--- src/rtl/sleep_gate_pkg.sv ---
package sleep_gate_pkg;
  localparam int STOP_SOFT = 0;
  localparam int WAIT_SOFT = 1;
  localparam int STOP_LOCK = 2;
  localparam int WAIT_LOCK = 3;
  localparam int STOP_BLK  = 4;
  localparam int WAIT_BLK  = 5;
  localparam int CLK_BLK   = 6;
  localparam int USED_BITS = 7;
  localparam int NUM_FLAGS = 3;
  localparam int NUM_CH    = 2;
  localparam int CH_STOP   = 0;
  localparam int CH_WAIT   = 1;
endpackage

--- src/rtl/sleep_dis_cell.sv ---
// One disable path: rewritable bit, sticky lock, and a registered go pulse.
module sleep_dis_cell (
  input  logic clk,
  input  logic rst_n,
  input  logic wr_en,
  input  logic soft_wd,
  input  logic lock_wd,
  input  logic req,
  input  logic cfg_ok,
  output logic soft_q,
  output logic lock_q,
  output logic go,
  output logic blk_dis,
  output logic blk_cfg
);
  logic dis;

  assign dis     = soft_q | lock_q;
  assign blk_dis = req & dis;
  assign blk_cfg = req & ~dis & ~cfg_ok;

  always_ff @(posedge clk or negedge rst_n) begin
    if (!rst_n) begin
      soft_q <= 1'b0;
      lock_q <= 1'b0;
      go     <= 1'b0;
    end else begin
      go <= req & ~dis & cfg_ok;
      if (wr_en) begin
        soft_q <= soft_wd;
        lock_q <= lock_q | lock_wd;
      end
    end
  end
endmodule

--- src/rtl/sleep_flags.sv ---
// Sticky refusal flags, write-1-to-clear, set wins over clear.
module sleep_flags #(
  parameter int N = 3
) (
  input  logic         clk,
  input  logic         rst_n,
  input  logic [N-1:0] set_v,
  input  logic [N-1:0] clr_v,
  output logic [N-1:0] q
);
  always_ff @(posedge clk or negedge rst_n) begin
    if (!rst_n) q <= '0;
    else        q <= (q & ~clr_v) | set_v;
  end
endmodule

--- src/rtl/sleep_gate.sv ---
module sleep_gate
  import sleep_gate_pkg::*;
#(
  parameter int DATA_W = 8
) (
  input  logic              clk,
  input  logic              rst_n,
  input  logic              wr_en,
  input  logic [DATA_W-1:0] wr_data,
  output logic [DATA_W-1:0] rd_data,
  input  logic              stop_req,
  input  logic              wait_req,
  input  logic              pll_on,
  input  logic              clk_sel_osc,
  output logic              stop_go,
  output logic              wait_go
);
  localparam int HI_W = DATA_W - USED_BITS;

  logic [NUM_CH-1:0]    req_v, ok_v, soft_v, lock_v, go_v, bdis_v, bcfg_v;
  logic [NUM_FLAGS-1:0] fset, fclr, fq;
  logic                 clk_safe;
  logic                 unused_wr_hi;

  assign clk_safe       = ~pll_on & clk_sel_osc;
  assign req_v[CH_STOP] = stop_req;
  assign req_v[CH_WAIT] = wait_req;

  for (genvar ch = 0; ch < NUM_CH; ch++) begin : g_ch
    if (ch == CH_STOP) begin : g_cfg
      assign ok_v[ch] = clk_safe;
    end else begin : g_cfg
      assign ok_v[ch] = 1'b1;
    end
    sleep_dis_cell u_cell (
      .clk     (clk),
      .rst_n   (rst_n),
      .wr_en   (wr_en),
      .soft_wd (wr_data[STOP_SOFT + ch]),
      .lock_wd (wr_data[STOP_LOCK + ch]),
      .req     (req_v[ch]),
      .cfg_ok  (ok_v[ch]),
      .soft_q  (soft_v[ch]),
      .lock_q  (lock_v[ch]),
      .go      (go_v[ch]),
      .blk_dis (bdis_v[ch]),
      .blk_cfg (bcfg_v[ch])
    );
  end

  assign fset = {|bcfg_v, bdis_v[CH_WAIT], bdis_v[CH_STOP]};
  assign fclr = wr_en ? wr_data[CLK_BLK:STOP_BLK] : '0;

  sleep_flags #(.N(NUM_FLAGS)) u_flags (
    .clk   (clk),
    .rst_n (rst_n),
    .set_v (fset),
    .clr_v (fclr),
    .q     (fq)
  );

  assign unused_wr_hi = ^wr_data[DATA_W-1:USED_BITS];
  assign rd_data      = {{HI_W{1'b0}}, fq, lock_v, soft_v};
  assign stop_go      = go_v[CH_STOP];
  assign wait_go      = go_v[CH_WAIT];
endmodule

--- config.mk ---
export PLATFORM = sky130hd
export DESIGN_NAME = sleep_gate
export DESIGN_NICKNAME = d
export VERILOG_FILES = /design/src/rtl/sleep_gate_pkg.sv /design/src/rtl/sleep_dis_cell.sv /design/src/rtl/sleep_flags.sv /design/src/rtl/sleep_gate.sv
export SDC_FILE = /design/constraint.sdc
export NUM_CORES = 1
export LEC_CHECK = 0
export BUFFER_PORTS_ARGS = -buffer_cell sky130_fd_sc_hd__buf_4
export CAP_MARGIN = 30
export CORE_AREA = 8 8 45 47
export DETAILED_ROUTE_END_ITERATION = 10
export DIE_AREA = 0 0 53 55
export GPL_ROUTABILITY_DRIVEN = 0
export PLACE_DENSITY = 0.69
export SLEW_MARGIN = 0
export SYNTH_ARGS = -nofsm -noshare
export SYNTH_HDL_FRONTEND = slang
export SYNTH_SLANG_ARGS = --single-unit
--- constraint.sdc ---
create_clock -name clk -period 1.4 [get_ports clk]
set_clock_uncertainty 0.15 [all_clocks]
set_input_delay 0.21 -clock clk [delete_from_list [all_inputs] [get_ports clk]]
set_output_delay 0.21 -clock clk [all_outputs]
set_load 0.02 [all_outputs]
==> results.cfg <==
[grt]
grt_overflow = 0
grt_max_degree = 10
gr-usage-all-layers_pct = 6.88
antenna_found_initial = 0
grt_pass1_vias = 334
grt_pass1_wl_mm = 1.41

[setup_path]
setup.worst_path.start = g_ch[0].u_cell.soft_q
cp.buffers_inverters = 1
critPathMaxStageDelay_ns = 0.41
cp_max_fo = 4
crit_slowest_cell = dfrtp_1
crit_chain = buf_4
crit_family = flip-flops
startpoint_type = flop
critPathRequiredTime_ns = 1.04
arrival_ns = 0.83
r2r_start = g_ch[0].u_cell.lock_q
critPathCaptureType = primary output
worstSetupPathType = flop to primary output

[synth]
synth_area_um2 = 388
synth_cell_types = 15
avgSynthCellArea_um2 = 11.4
syn_nets = 49
ys_seq_area_share_pct = 58.1
synth_cells = 34
ys_ff_latch = 9
ys_warn_count = 0

[die]
start_util_pct = 28.0
floorplan.core_area_mm2 = 0.00138
row_count = 14
die_h_um = 55
die_area_mm2 = 0.00292
ios = 25
die_w_um = 53

[detailed_routing]
routed_wl_um = 912
vias_per_cell = 4.24
routed-via-count = 301
wl_per_cell_um = 12.8
ant_nets = 0
drcViolationCount = 0
drt_iter0_markers = 7
first_pass_iters = 4

[timing]
setup_viol = 0
post-route-period-util_pct = 85.1
period_minus_slack_ns = 1.19
slew_violations = 0
hold_viol_final = 0
rsz0062_at_grt = false
max_freq_mhz = 839
tns_ns = 0

[power_and_ir_drop]
peakVddDrop_v = 0.000433
p_int_w = 0.000422
p_per_area_mw_per_mm2 = 980
power_frac_seq_pct = 49.8
p_sw_w = 0.000135
p_sw_share_pct = 24.2
clockPowerShare_pct = 35.2
pwr-share-comb_pct = 15.0
p_leak_nw = 0.281
finalPower_w = 0.000557

[layout]
drive_gt1_share_pct = 52.7
fin_area_um2 = 568
nets = 71
diodes = 0
final_cells = 71
syn_to_final_growth_pct = 46.5

[placement]
place_area_um2 = 531
dp_cells = 66
io_buffers = 22
place_hpwl_um = 746

[clock_network]
cts_resized = 0
clock_sinks = 9
insertion_delay_ns = 0.26
cts_tree = built
h-tree-depth = 1
path_clk_slew_ns = 0.06
cts_root_buf = clkbuf_4
clockBufferDepth = 2
cts-buffers-inserted = 3

[run]
drv_cap = 0

[run_status]
status = complete, no violations

[min_path]
hold_path.class = input port to flop
holdCritStartpoint = wr_data[2]
[final cells by class]
type                    count  area (um^2)
well taps                  16         20.0
inverters                   2         7.51
clock buffers               3         22.5
clock inverters             1         5.00
multi-input cells          17          113
repair buffers             23          175
fillers                   153          816
flip-flops and latches      9          225
[routing by layer]
metal	GRT usage, %	part of all wire, %	wire length [um]
met1	6.99	38	348
met2	10.5	53	480
met4	5.17	0	0
met5	0	0	0
met3	3.74	9.1	83
[cells in the final DEF, fill, tap and decap left out, drive strengths merged]
cell | netlist | final
clkbuf | 1 | 3
nand2 | 3 | 3
nor3 | 1 | 1
or2 | 2 | 2
dfrtp | 9 | 9
nand2b | 1 | 1
a32o | 1 | 1
inv | 2 | 2
mux2 | 2 | 2
conb | 1 | 1
buf | 5 | 22
a21o | 2 | 2
nor2 | 2 | 2
dlygate4sd3 | 0 | 1
clkinv | 0 | 1
a22o | 2 | 2
[cell usage after synthesis, drive strengths merged]
library cell  n  area [um^2]
inv           2         7.51
nand2b        1         6.26
nor2          2         7.51
clkbuf        1         5.00
nor3          1         5.00
or2           2         12.5
nand2         3         11.3
dfrtp         9          225
a21o          2         16.3
a32o          1         10.0
a22o          2         17.5
conb          1         3.75
mux2          2         22.5
buf           5         37.5
[registers in the layout (all words and copies together) (netlist names)]
signal,cells
g_ch.u_cell.go,2
g_ch.u_cell.lock_q,2
g_ch.u_cell.soft_q,2
u_flags.q,3
[power groups by stage]
| stage | combinational [W] | clock, W | sequential, W |
|---|---|---|---|
| 6_report | 0.0000835 | 0.000196 | 0.000277 |
| 3_5_place_dp | 0.0000830 | 0 | 0.000282 |
| 2_1_floorplan | 0.0000376 | 0 | 0.000285 |
| 5_1_grt | 0.0000914 | 0.000224 | 0.000279 |
| 3_3_place_gp | 0.0000814 | 0 | 0.000282 |
| 4_1_cts | 0.0000853 | 0.000209 | 0.000277 |
[timing repair]
item | in CTS | in global routing
hold buffers | 1 | 0
buffers inserted | 0 | 0
endpoints found under the hold margin | 9 | 0
[metrics by stage]
| stage | util [%] | hold WS (ns) | worst slack [ns] |
|---|---|---|---|
| 2_1_floorplan | - | -0.236 | 0.303 |
| 3_3_place_gp | 38.3 | -0.112 | 0.272 |
| 3_5_place_dp | 38.3 | -0.112 | 0.263 |
| 4_1_cts | 41.0 | 0.00000319 | 0.199 |
| 5_1_grt | 41.0 | 0.00328 | 0.162 |
| 6_report | 41.0 | 0.0121 | 0.209 |
[logic make-up (layout without fill, tap and decap cells)]
family / after synthesis / in the layout / share of synthesized area [%]
and+or+nand+nor: 9 / 9 / 11.0
buffers and inverters: 8 / 29 / 12.9
AOI/OAI and AO/OA: 5 / 5 / 11.3
other: 1 / 1 / 0.967
DFF: 9 / 9 / 58.1
muxes: 2 / 2 / 5.81
[worst paths after layout]
kind	end	slack (ns)	depth (start not counted)
worst max-delay path	rd_data[0]	0.21	1
worst min-delay path	g_ch[0].u_cell.lock_q	0.01	2
worst max register to register	u_flags.q[0]	0.25	2
worst min register to register	g_ch[1].u_cell.lock_q	0.34	1
max in group asynchronous	g_ch[0].u_cell.soft_q	0.81	2
min in group asynchronous	u_flags.q[1]	0.16	2
(Power assumes the default switching activity.)
